--- src/rtl/ifence_pkg.sv ---
package ifence_pkg;
  typedef struct packed {
    logic startFence;
    logic clearFlags;
  } seqStrobes_t;
endpackage

--- src/rtl/ifence_ctrl.sv ---
module ifence_ctrl
  import ifence_pkg::*;
(
  input  logic        clk,
  input  logic        rstN,
  input  logic        fenceCommit,
  input  logic        bothDone,
  output logic        active,
  output seqStrobes_t strobes
);
  typedef enum logic {ST_IDLE, ST_ACTIVE} seqState_t;
  seqState_t state;

  always_comb begin
    strobes.startFence = (state == ST_IDLE) && fenceCommit;
    strobes.clearFlags = (state == ST_ACTIVE) && bothDone;
  end

  always_ff @(posedge clk) begin
    if (!rstN)                   state <= ST_IDLE;
    else if (strobes.startFence) state <= ST_ACTIVE;
    else if (strobes.clearFlags) state <= ST_IDLE;
  end

  assign active = (state == ST_ACTIVE);
endmodule

--- src/rtl/ifence_dpath.sv ---
module ifence_dpath
  import ifence_pkg::*;
#(
  parameter int PC_W        = 32,
  parameter int INSTR_BYTES = 4
) (
  input  logic            clk,
  input  logic            rstN,
  input  logic            active,
  input  seqStrobes_t     strobes,
  input  logic            icFlushDone,
  input  logic            dcFlushDone,
  input  logic [PC_W-1:0] fencePc,
  output logic            icFlag,
  output logic            dcFlag,
  output logic            bothDone,
  output logic [PC_W-1:0] resumePc
);
  localparam logic [PC_W-1:0] STEP = PC_W'(INSTR_BYTES);

  always_ff @(posedge clk) begin
    if (!rstN) begin
      icFlag <= 1'b0;
      dcFlag <= 1'b0;
    end else if (strobes.clearFlags) begin
      icFlag <= 1'b0;
      dcFlag <= 1'b0;
    end else if (active) begin
      icFlag <= icFlag | icFlushDone;
      dcFlag <= dcFlag | dcFlushDone;
    end
  end

  always_ff @(posedge clk) begin
    if (!rstN)                   resumePc <= '0;
    else if (strobes.startFence) resumePc <= fencePc + STEP;
  end

  assign bothDone = icFlag & dcFlag;
endmodule

--- src/rtl/ifence_flush_seq.sv ---
module ifence_flush_seq
  import ifence_pkg::*;
#(
  parameter int PC_W        = 32,
  parameter int INSTR_BYTES = 4
) (
  input  logic            clk,
  input  logic            rstN,
  input  logic            fenceCommit,
  input  logic [PC_W-1:0] fencePc,
  output logic            icFlushReq,
  input  logic            icFlushDone,
  output logic            dcFlushReq,
  input  logic            dcFlushDone,
  output logic            haltFrontend,
  input  logic            fetchReqIn,
  output logic            fetchReqOut,
  input  logic            fetchReadyIn,
  output logic            fetchReadyOut,
  output logic            resumeValid,
  output logic [PC_W-1:0] resumePc
);
  seqStrobes_t strobes;
  logic active, icFlag, dcFlag, bothDone;

  ifence_ctrl i_ctrl (
    .clk(clk), .rstN(rstN), .fenceCommit(fenceCommit),
    .bothDone(bothDone), .active(active), .strobes(strobes)
  );

  ifence_dpath #(.PC_W(PC_W), .INSTR_BYTES(INSTR_BYTES)) i_dpath (
    .clk(clk), .rstN(rstN), .active(active), .strobes(strobes),
    .icFlushDone(icFlushDone), .dcFlushDone(dcFlushDone),
    .fencePc(fencePc), .icFlag(icFlag), .dcFlag(dcFlag),
    .bothDone(bothDone), .resumePc(resumePc)
  );

  assign haltFrontend  = active;
  assign icFlushReq    = active & ~icFlag;
  assign dcFlushReq    = active & ~dcFlag;
  assign fetchReqOut   = fetchReqIn & ~active;
  assign fetchReadyOut = fetchReadyIn & ~active;
  assign resumeValid   = active & bothDone;
endmodule

--- config.mk ---
export PLATFORM = sky130hd
export DESIGN_NAME = ifence_flush_seq
export DESIGN_NICKNAME = d
export VERILOG_FILES = /design/src/rtl/ifence_pkg.sv /design/src/rtl/ifence_ctrl.sv /design/src/rtl/ifence_dpath.sv /design/src/rtl/ifence_flush_seq.sv
export SDC_FILE = /design/constraint.sdc
export NUM_CORES = 1
export LEC_CHECK = 0
export BUFFER_PORTS_ARGS = -buffer_cell sky130_fd_sc_hd__buf_2
export CORE_AREA = 8 8 71 73
export CTS_BUF_LIST = sky130_fd_sc_hd__clkbuf_16
export DETAILED_ROUTE_END_ITERATION = 12
export DIE_AREA = 0 0 79 81
export PLACE_DENSITY = 0.83
export SYNTH_ARGS = -nofsm -noshare
export SYNTH_HDL_FRONTEND = slang
export SYNTH_SLANG_ARGS = --single-unit
--- constraint.sdc ---
create_clock -name clk -period 2.65 [get_ports clk]
set_input_delay 0.3975 -clock clk [delete_from_list [all_inputs] [get_ports clk]]
set_output_delay 0.3975 -clock clk [all_outputs]
set_load 0.1 [all_outputs]
# --- Word-level counts from Yosys, hierarchy flattened ---
# Index checks and enable logic that the tools add are counted.
classes:
  n_mux: 2
  add_sub_neg: 1
  bitwise: 12
  reduce_logical: 4
ops:
  columns: ["operator", "n"]
  rows:
  - ["32-bit by 3-bit adder with 32-bit output (second input constant)", 1]
  - ["1-bit AND", 6]
  - ["1-bit NOT", 4]
  - ["1-bit logical AND", 2]
  - ["1-bit two-way mux", 2]
  - ["1-bit OR", 2]
  - ["2-bit nonzero test", 1]
  - ["2-bit OR reduction", 1]
word_totals:
  out_inout_bits: 38
  regBits: 35
  input_bits: 39

# --- Longest topological paths before layout ---
logic_depth:
  ltp_word: 4
  mapped_depth: 7
  ltp_nobuf: 5

# --- By module ---
# Synthesis repeated with hierarchy kept, for this count alone.
hier_totals:
  hier_cells: 220
  area_unflattened_um2: 1794.2
by_module_without_submodules:
  columns: ["module", "cells_each", "instances", "area_per_inst_um2"]
  rows:
  - ["ifence_dpath", 210, 1, 1716.6]
  - ["ifence_ctrl", 5, 1, 46.3]
  - ["ifence_flush_seq", 5, 1, 31.3]

# --- Least setup slack after synthesis ---
# OpenSTA, ideal clock, no wires.
synth_path:
  path_type: "register to register"
  startpoint: "register i_ctrl.state, in the netlist i_ctrl.active"
  endpoint: "register i_dpath.dcFlag"
  arrival_ps: 3024
  path_slack_ps: -445
  n_path_buf: 1
  setup_ps: 71
  synth_period_minus_slack_ps: 3095
  path_stages_with_launch: 5
  cell_sequence: "dfxtp_1 > clkbuf_1 > nor2b_1 > a22oi_1 > nor2_1"
synth_between:
  elab_chain_cells: 2
synth_lines:
  columns: ["element", "line_no", "source"]
  rows:
  - ["start: declaration", "ifence_ctrl.sv:12", "seqState_t state;"]
  - ["start signal: assignment", "ifence_ctrl.sv:20", "if (!rstN) state <= ST_IDLE;"]
  - ["start signal: assignment", "ifence_ctrl.sv:21", "else if (strobes.startFence) state <= ST_ACTIVE;"]
  - ["start signal: assignment", "ifence_ctrl.sv:22", "else if (strobes.clearFlags) state <= ST_IDLE;"]
  - ["1-bit logical AND", "ifence_ctrl.sv:16", "strobes.clearFlags = (state == ST_ACTIVE) && bothDone;"]
  - ["2-bit OR reduction (no line)", null, null]
  - ["end signal: assignment", "ifence_dpath.sv:30", "dcFlag <= dcFlag | dcFlushDone;"]
  - ["end: declaration", "ifence_dpath.sv:15", "output logic dcFlag,"]
# Parallel ways exist; a longest one is shown, timed or not.
# A chain may end at the register's enable or synchronous reset.

# --- Final worst setup path ---
layout_path:
  startpoint: "input fencePc[2]"
  endpoint: "register i_dpath.resumePc[22]"
layout_between:
  elab_chain_cells: 1
layout_lines:
  columns: ["element", "line_no", "source"]
  rows:
  - ["start: declaration", "ifence_flush_seq.sv:10", "input logic [PC_W-1:0] fencePc,"]
  - ["32-bit by 3-bit adder with 32-bit output", "ifence_dpath.sv:36", "else if (strobes.startFence) resumePc <= fencePc + STEP;"]
  - ["end signal: assignment", "ifence_dpath.sv:36", null]
  - ["end: declaration", "ifence_dpath.sv:17", "output logic [PC_W-1:0] resumePc"]
# Every way passes these cells.

==> flow_metrics.py <==
metrics = {
    "cells_and_area": {
        "utilization": 0.596,
        "nets": 331,
        "synthToLayoutAreaGrowth_pct": 31.1,
        "final_cells": 342,
        "final_common_cell": "buf_2",
        "final_cell_mix": "buf_2 (76), dfxtp_1 (35), o21ai_0 (31), nand2_1 (18), a31oi_1 (15)",
        "n_antenna_cell": 0,
        "drive_above_1_share": 0.312,
        "fill_cells": 380,
    },
    "timing": {
        "hold_violations": 0,
        "slew_viol_final": 0,
        "relSlewSlack": 0.646,
        "max_freq_mhz": 458,
        "period_needed_ns": 2.18,
        "worstMarginPinSlew_ns": 0.531,
        "setup_violations": 0,
        "finalCritPeriodShare": 0.823,
        "rsz0062_at_grt": "false",
        "clock_skew_ns": 0.00235,
    },
    "critical_path": {
        "critPathKind": "in -> reg",
        "worstPathArrival_ns": 2.39,
        "cp_max_fo": 16,
        "crit_required_ns": 2.86,
        "cp-end-kind": "flip-flop",
        "startpoint_type": "input pin",
    },
    "synth": {
        "synthArstFlopShare": 0,
        "ys_types": 28,
        "syn-instance-count": 222,
        "seq_area_frac_synth": 0.394,
        "synth_ff_type": "dfxtp_1",
        "syn_nets": 262,
        "yosysWarnings": 0,
        "syn-cell-area_mm2": 0.00178,
        "synth-seq-cells": 35,
        "avgSynthCellArea_um2": 8.02,
        "synth_edf_count": 0,
    },
    "clocking": {
        "clock-root-buffer": "clkbuf_16",
        "cts_num_sinks": 35,
        "cts_resized": 0,
        "post_cts_buffers": 0,
        "clockBufferDepth": 2,
        "cts_tree": "built",
        "clock_latency_ns": 0.28,
        "numCtsBuffers": 5,
        "cts.clk_slew.worst_paths_ns": 0.06,
        "ctsHoldBuffers": 0,
        "htreeDepth": 2,
    },
    "placement": {
        "place.gp.congestion": 0.815,
        "numPortBuffers": 76,
        "dp.cells": 334,
        "hpwl_um": 3660,
    },
    "run": {
        "drv_cap": 0,
    },
    "grt": {
        "antenna_found_initial": 0,
        "grt_pass1_wl_um": 8470,
        "grt_pass1_vias": 1877,
        "grt.overflow.total": 0,
        "gr-usage-all-layers": 0.162,
        "grt_max_degree": 62,
    },
    "floorplanning": {
        "core_area_mm2": 0.00391,
        "start_util": 0.455,
        "num_io_pins": 77,
        "die_area_mm2": 0.00640,
        "die-height_um": 81,
        "die_w_um": 79,
        "row_count": 23,
    },
    "outcome": {
        "status": "completed",
    },
    "power": {
        "power_leakage_nw": 0.974,
        "irDropWorstVdd_mv": 0.351,
        "powerDensity_mw_per_mm2": 717,
    },
    "routing": {
        "routed_wl_um": 5070,
        "drt-vias-per-instance": 5.68,
        "drt_iter0_drc": 109,
        "detail_route.wl_per_cell_um": 14.8,
        "drt-pass1-iter-count": 4,
        "route.detailed.drc": 0,
        "ant_nets": 0,
        "vias": 1941,
    },
    "worst_hold_path": {
        "hold_path.class": "in -> reg",
    },
}
==> Yosys cell counts, types with 4 or more instances <==
cell type	instances	area [um^2]
nand2_1	18	67.6
o21ai_0	31	155
a31oi_1	15	93.8
a21oi_1	10	50.1
xnor2_1	4	35.0
dfxtp_1	35	701
or3_1	8	50.1
nor3_1	5	25.0
o31ai_1	9	67.6
clkbuf_1	14	52.6
xor2_1	6	52.6
nor2b_1	5	31.3
a211oi_1	5	37.5
nor2_1	10	37.5
inv_1	4	15.0
nand4_1	7	43.8
and4_1	6	52.6
nand3_1	7	35.0
or4_1	10	75.1
==> per-layer routing <==
metal / vias to the layer above / routed length, um / global-route usage
li1: 980 / - / -
met1: 895 / 2170 / 0.178
met2: 59 / 2430 / 0.276
met3: 7 / 379 / 0.0486
met4: 0 / 93 / 0.0889
met5: - / 0 / 0
==> layout make-up <==
| class | count | area [um^2] | area share |
|---|---|---|---|
| Inverter | 4 | 15.0 | 0.00643 |
| Tap cell | 50 | 62.6 | 0.0268 |
| Multi-Input combinational cell | 167 | 1010 | 0.435 |
| Timing Repair Buffer | 78 | 395 | 0.169 |
| Clock inverter | 3 | 20.0 | 0.00858 |
| Clock buffer | 5 | 125 | 0.0536 |
| Sequential cell | 35 | 701 | 0.300 |
==> sequential cells by signal (all words and copies together) (netlist names) <==
signal,count
i_dpath.icFlag,1
i_dpath.dcFlag,1
i_ctrl.active,1
i_dpath.resumePc,32
==> metrics by stage <==
stage               hold slack, ns  setup TNS (ns)  setup WS, ns  power (mW)  cell area, um^2
floorplan                    0.494         -0.0435       -0.0218        1.00             1790
global placement             0.439               0         0.256        1.11             2190
detailed placement           0.446               0         0.178        1.12             2190
CTS                          0.336               0         0.467        1.69             2330
global route                 0.341               0         0.348        1.74             2330
finish                       0.339               0         0.468        1.67             2330
==> logic make-up after synthesis <==
group / count (synthesis) / synth area share
adders and majority gates: 1 / 0.00703
xor gates and xnor gates: 10 / 0.0492
AOI/OAI and AO/OA: 74 / 0.245
DFF: 35 / 0.394
and+or+nand+nor: 82 / 0.261
buffers and inverters: 20 / 0.0436
==> report_power, final <==
group | switching [mW] | internal, mW
logic | 0.424 | 0.0921
registers | 0.0216 | 0.568
clock network | 0.222 | 0.346
total | 0.668 | 1.01
==> worst paths after layout <==
path | depth (start not counted) | endpoint | slack, ns | start
setup / recovery | 6 | i_dpath.resumePc[22] | 0.47 | fencePc[2]
hold / removal | 2 | i_dpath.resumePc[2] | 0.34 | fencePc[2]
setup reg to reg | 4 | i_dpath.resumePc[8] | 1.18 | i_ctrl.active
hold reg to reg | 2 | i_dpath.resumePc[3] | 0.45 | i_dpath.resumePc[3]
==> critical path, cell delays in order <==
cell	delay, ns
buf_2	0.11
ha_1	0.21
nand3_2	0.16
or4_1	0.77
or4_1	0.57
a31oi_1	0.17
(Power assumes the default switching activity.)
